===== config.mk =====
export PLATFORM = sky130hd
export DESIGN_NAME = shared_pwm
export DESIGN_NICKNAME = d
export VERILOG_FILES = /design/src/rtl/shared_pwm_pkg.sv /design/src/rtl/spwm_rst_sync.sv /design/src/rtl/spwm_regs.sv /design/src/rtl/spwm_timebase.sv /design/src/rtl/spwm_channel.sv /design/src/rtl/shared_pwm.sv
export SDC_FILE = /design/constraint.sdc
export NUM_CORES = 1
export LEC_CHECK = 0
export CAP_MARGIN = 40
export CORE_MARGIN = 2
export CORE_UTILIZATION = 40
export DETAILED_ROUTE_END_ITERATION = 6
export DONT_BUFFER_PORTS = 1
export PLACE_DENSITY = 0.63
export SYNTH_ARGS = -nofsm -noshare
export SYNTH_HDL_FRONTEND = slang
export SYNTH_HIERARCHICAL = 1
export SYNTH_SLANG_ARGS = --single-unit

===== constraint.sdc =====
create_clock -name clk -period 3.5 [get_ports clk]
set_input_delay 0.35 -clock clk [delete_from_list [all_inputs] [get_ports clk]]
set_output_delay 0.35 -clock clk [all_outputs]
set_load 0.05 [all_outputs]

===== src/rtl/shared_pwm_pkg.sv =====
package shared_pwm_pkg;
  localparam int unsigned TICK_W     = 8;
  localparam int unsigned PSC_W      = 8;
  localparam int unsigned REG_W      = 32;
  localparam int unsigned CTRL_ADDR  = 'h50;
  localparam int unsigned EN_BIT     = 9;
  localparam int unsigned PSC_LO_LSB = 0;
  localparam int unsigned PSC_HI_LSB = 11;

  typedef logic [TICK_W-1:0] tick_t;
  typedef logic [PSC_W-1:0]  psc_t;
endpackage


===== src/rtl/spwm_rst_sync.sv =====
module spwm_rst_sync (
  input  logic clk,
  input  logic rst_n,
  output logic rst_sync_n
);
  logic stage_q;

  always_ff @(posedge clk or negedge rst_n) begin
    if (!rst_n) begin
      stage_q    <= 1'b0;
      rst_sync_n <= 1'b0;
    end else begin
      stage_q    <= 1'b1;
      rst_sync_n <= stage_q;
    end
  end
endmodule


===== src/rtl/spwm_regs.sv =====
module spwm_regs
  import shared_pwm_pkg::*;
#(
  parameter int unsigned NUM_CH = 4,
  parameter int unsigned ADDR_W = 8
) (
  input  logic                           clk,
  input  logic                           rst_n,
  input  logic                           wr_en,
  input  logic [ADDR_W-1:0]              addr,
  input  logic [REG_W-1:0]               wr_data,
  input  logic                           wrap,
  output logic [REG_W-1:0]               rd_data,
  output logic [NUM_CH-1:0][TICK_W-1:0]  duty_act,
  output psc_t                           psc_act,
  output logic                           out_en
);
  localparam int unsigned STRIDE = 4;
  localparam int unsigned HALF   = PSC_W / 2;

  logic                          ctrl_hit;
  logic [NUM_CH-1:0]             duty_hit;
  logic [NUM_CH-1:0][TICK_W-1:0] duty_pend_q, duty_pend_d;
  psc_t                          psc_pend_q, psc_pend_d;
  logic                          out_en_d;
  logic                          unused_wdata;

  assign unused_wdata = ^wr_data;
  assign ctrl_hit     = (addr == ADDR_W'(CTRL_ADDR));

  for (genvar n = 0; n < NUM_CH; n++) begin : g_dec
    assign duty_hit[n] = (addr == ADDR_W'(STRIDE * n));
  end

  // next state of the staged (software-visible) copies
  always_comb begin
    duty_pend_d = duty_pend_q;
    psc_pend_d  = psc_pend_q;
    out_en_d    = out_en;
    if (wr_en) begin
      for (int n = 0; n < NUM_CH; n++) begin
        if (duty_hit[n]) duty_pend_d[n] = wr_data[TICK_W-1:0];
      end
      if (ctrl_hit) begin
        psc_pend_d = {wr_data[PSC_HI_LSB +: HALF], wr_data[PSC_LO_LSB +: HALF]};
        out_en_d   = wr_data[EN_BIT];
      end
    end
  end

  always_ff @(posedge clk or negedge rst_n) begin
    if (!rst_n) begin
      duty_pend_q <= '0;
      psc_pend_q  <= '0;
      out_en      <= 1'b0;
    end else begin
      duty_pend_q <= duty_pend_d;
      psc_pend_q  <= psc_pend_d;
      out_en      <= out_en_d;
    end
  end

  // active copies: clock-enabled by the counter wrap only
  always_ff @(posedge clk or negedge rst_n) begin
    if (!rst_n) begin
      duty_act <= '0;
      psc_act  <= '0;
    end else if (wrap) begin
      duty_act <= duty_pend_q;
      psc_act  <= psc_pend_q;
    end
  end

  always_comb begin
    rd_data = '0;
    for (int n = 0; n < NUM_CH; n++) begin
      if (duty_hit[n]) rd_data[TICK_W-1:0] = duty_pend_q[n];
    end
    if (ctrl_hit) begin
      rd_data[PSC_LO_LSB +: HALF] = psc_pend_q[HALF-1:0];
      rd_data[PSC_HI_LSB +: HALF] = psc_pend_q[PSC_W-1:HALF];
      rd_data[EN_BIT]             = out_en;
    end
  end
endmodule


===== src/rtl/spwm_timebase.sv =====
module spwm_timebase
  import shared_pwm_pkg::*;
(
  input  logic  clk,
  input  logic  rst_n,
  input  psc_t  psc_act,
  output tick_t cnt,
  output logic  tick,
  output logic  wrap
);
  psc_t  div_q, div_d;
  tick_t cnt_d;

  assign tick = (div_q == psc_act);
  assign wrap = tick && (cnt == '1);

  always_comb begin
    div_d = tick ? '0 : div_q + psc_t'(1);
    cnt_d = cnt + tick_t'(1);
  end

  always_ff @(posedge clk or negedge rst_n) begin
    if (!rst_n) begin
      div_q <= '0;
      cnt   <= '0;
    end else begin
      div_q <= div_d;
      if (tick) cnt <= cnt_d;
    end
  end
endmodule


===== src/rtl/spwm_channel.sv =====
module spwm_channel
  import shared_pwm_pkg::*;
(
  input  logic  clk,
  input  logic  rst_n,
  input  tick_t cnt,
  input  tick_t duty,
  input  logic  out_en,
  output logic  pwm
);
  logic pwm_d;

  assign pwm_d = out_en && (cnt <= duty);

  always_ff @(posedge clk or negedge rst_n) begin
    if (!rst_n) pwm <= 1'b0;
    else        pwm <= pwm_d;
  end
endmodule


===== src/rtl/shared_pwm.sv =====
module shared_pwm
  import shared_pwm_pkg::*;
#(
  parameter int unsigned NUM_CH = 4,
  parameter int unsigned ADDR_W = 8
) (
  input  logic              clk,
  input  logic              rst_n,
  input  logic              wr_en,
  input  logic [ADDR_W-1:0] addr,
  input  logic [REG_W-1:0]  wr_data,
  output logic [REG_W-1:0]  rd_data,
  output logic [NUM_CH-1:0] pwm_out
);
  logic                          rst_sync_n;
  logic [NUM_CH-1:0][TICK_W-1:0] duty_act;
  psc_t                          psc_act;
  logic                          out_en;
  tick_t                         cnt;
  logic                          tick;
  logic                          wrap;

  spwm_rst_sync i_rst_sync (
    .clk        (clk),
    .rst_n      (rst_n),
    .rst_sync_n (rst_sync_n)
  );

  spwm_regs #(.NUM_CH(NUM_CH), .ADDR_W(ADDR_W)) i_regs (
    .clk      (clk),
    .rst_n    (rst_sync_n),
    .wr_en    (wr_en),
    .addr     (addr),
    .wr_data  (wr_data),
    .wrap     (wrap),
    .rd_data  (rd_data),
    .duty_act (duty_act),
    .psc_act  (psc_act),
    .out_en   (out_en)
  );

  spwm_timebase i_timebase (
    .clk     (clk),
    .rst_n   (rst_sync_n),
    .psc_act (psc_act),
    .cnt     (cnt),
    .tick    (tick),
    .wrap    (wrap)
  );

  for (genvar n = 0; n < NUM_CH; n++) begin : g_ch
    spwm_channel i_channel (
      .clk    (clk),
      .rst_n  (rst_sync_n),
      .cnt    (cnt),
      .duty   (duty_act[n]),
      .out_en (out_en),
      .pwm    (pwm_out[n])
    );
  end
endmodule


==> metrics.txt <==
Synth Warn #=6; post-cts sizing count=0; DR WL/cell=16.61 um; HP Class=in -> reg; Arr. time, crit path=2730 ps; worst-case vdd ir drop=0.2651 mV; Fmax achieved=399.9 MHz; fin crit share=71.44%; area of the multi-input gates=2582 um2; Hold Buf Count CTS=1; status=finished, final reports clean; Slew @ Worst Pin=677.7 ps; largest area contributor in the netlist=dfrtp_1; CTS tree=done; Starting Density=41.05%; min cycle time layout=2501 ps; Sequential Area=2581 um2; Setup violations, final=0; DR vias/cell=5.243; FILL cells=1234; Vias=3413; Pleak=0.002768 uW; sequential share of power=51.8%; critical path required time=3730 ps; maximum clock insertion buffer count=2; share of total power in the clock network=43.1%; Total GRT Usage=15.98%; Pwr Density=398.4 nW/um2; core area=13300 um2; internal power=1846 uW; unrepaired setup endpoints after global routing=false; final setup TNS=0 ps; H-tree depth=3; final setup skew=11.79 ps; post-DP HPWL=8072 um; Core Rows=42; DRT iter0 DRCs=139; PortBufs=0; Post-CTS Setup Bufs=0; clock network latency to the later pin of the worst-skew pair=350 ps; die area=14600 um2; Ant. Diodes=0; post-route ant nets=0; Worst slew margin=54.65%; first-pass GRT wire length=18070 um; Place WS=1004 ps; largest net degree at the start of global routing=46; Layout area overhead=9.789%; IO Pins=79; Final WS setup=999.5 ps; gr ovfl total=0; initial antenna violation count=0; die width=120.8 um; Post-route DRC=0; max-cap violations=0; Comb power frac=5.1%; crit path max fanout=40; distinct cell type count after synthesis=44; Syn Inst Count=461; met3 WL=347 um; Cell Area, Synth=5458 um2; CTS clock-pin slew for the worst setup and hold paths=70 ps; FF+latch count, synth=103; drt pass-1 iters=4; Worst Setup Start Kind=flip-flop; die height=120.8 um; top post-synthesis cells by area=dfrtp_1 (47%), mux2_2 (12%), ha_1 (7.8%); Final GP Congestion=0.8054; register area share after synthesis=47.23%; commonest non-fill, non-tap cells in the layout=dfrtp_1 (102), mux2_2 (57), inv_1 (42), ha_1 (34), mux2_1 (25); fin. max-slew vios=0; WL final=10810 um; Met1 Routed Length=5039 um; CTS Root Cell=clkbuf_16; async set-reset flop share out of synthesis=100.0%; share of layout cells above drive strength 1=21.26%; clock tree sinks=103; Num CTS Buffers=9; Worst Hold Margin=128.8 ps; Final Hold Violating Endpoints=0; Mean Syn Cell Area=11.84 um2; switching part of the total=22.67%; share of the synthesized area in the top cell type=47.23%; WL met2=5212 um; crit path kind=reg -> reg; ys flop type=dfrtp_1; NetSw=541.2 uW; max layer used=met4; final net count=547; commonest non-fill, non-tap cell in the layout=dfrtp_1; r2r setup slk=1000 ps; vias in the first global route=3552; number of synthesized flops with an enable pin=0; Critical Path Sink Type=flip-flop
## critical path, stage by stage, from the launching register on
cell     delay, ps
dfrtp_1        440
xnor2_1        190
nand4_2        240
nor4_2         420
and3_1         200
buf_4          440
mux2_2         400
## metal layers
metal,global-route usage (%),vias up
met5,0,-
met4,5.669,0
met3,3.396,11
met2,25.92,60
met1,21.17,1725
li1,-,1617
## Yosys cell counts, drive strengths merged (4+ instances only)
master	count
or3	5
inv	42
nand4	12
nor3	8
nor2	17
buf	25
nand3b	5
or4	5
a211oi	4
clkbuf	8
o21bai	4
nand3	13
a21oi	16
a221oi	4
o41ai	4
and2	6
nor4	6
dfrtp	103
o21ai	4
nor2b	5
xor2	11
ha	34
o211ai	8
o2bb2ai	4
xnor2	10
and3	4
mux2	82
nor3b	4
## stage by stage
stage               std cells  area, um2  util (%)  total power [uW]
finish                    651       5992     45.07              2387
global route              651       5992     45.07              2480
CTS                       651       5992     45.07              2418
detailed placement        634       5672     42.66              1380
global placement          632       5617     42.25              1369
floorplan                 479       5525         -              1371
## path summary, 6_finish.rpt
kind	start	endpoint	depth (start not counted)
max	i_timebase/div_q[3]	i_regs/psc_act[2]	6
min	wr_data[2]	i_regs/duty_pend_q[26]	1
max reg2reg	i_timebase/div_q[3]	i_regs/psc_act[2]	6
min reg2reg	i_rst_sync/rst_sync_n	i_regs/duty_act[26]	1
max in group asynchronous	i_rst_sync/rst_sync_n	i_regs/duty_act[14]	2
min in group asynchronous	rst_n	i_rst_sync/rst_sync_n	1
## flip-flops by register name, summed over array words and instances, names as in the netlist
| signal | cells |
|---|---|
| i_rst_sync/stage_q | 1 |
| i_regs/duty_act | 32 |
| i_regs/psc_pend_q | 8 |
| g_ch.i_channel/pwm | 4 |
| i_regs/psc_act | 8 |
| i_timebase/div_q | 8 |
| i_regs/out_en | 1 |
| i_rst_sync/rst_sync_n | 1 |
| i_timebase/cnt | 8 |
| i_regs/duty_pend_q | 32 |
## kinds of logic (layout without fill, tap and decap cells)
kind of cell	Yosys count	in the layout	share of synthesized area, %
simple gates	96	96	11.16
buf+inv	75	71	6.694
other cells	2	20	0.1376
mux	82	82	16.92
flops	103	103	47.23
compound gates	48	48	6.419
xor+xnor	21	21	3.645
fa+ha+maj	34	34	7.795
## power by group through the flow
| stage | clock network, uW | logic (uW) | registers (uW) |
|---|---|---|---|
| global route | 1110 | 135 | 1240 |
| floorplan | 0 | 108 | 1260 |
| detailed placement | 0 | 122 | 1260 |
| CTS | 1060 | 124 | 1240 |
| finish | 1030 | 122 | 1240 |
| global placement | 0 | 92.8 | 1280 |
## cell type report
| class | instances | area share [%] |
|---|---|---|
| clock buffers | 12 | 4.281 |
| inverters | 42 | 2.631 |
| well taps | 176 | 3.675 |
| clock inverters | 4 | 0.8979 |
| multi-input cells | 301 | 43.10 |
| repair buffers | 13 | 2.339 |
| flip-flops and latches | 103 | 43.08 |
Power figures use the tool's default switching activity.
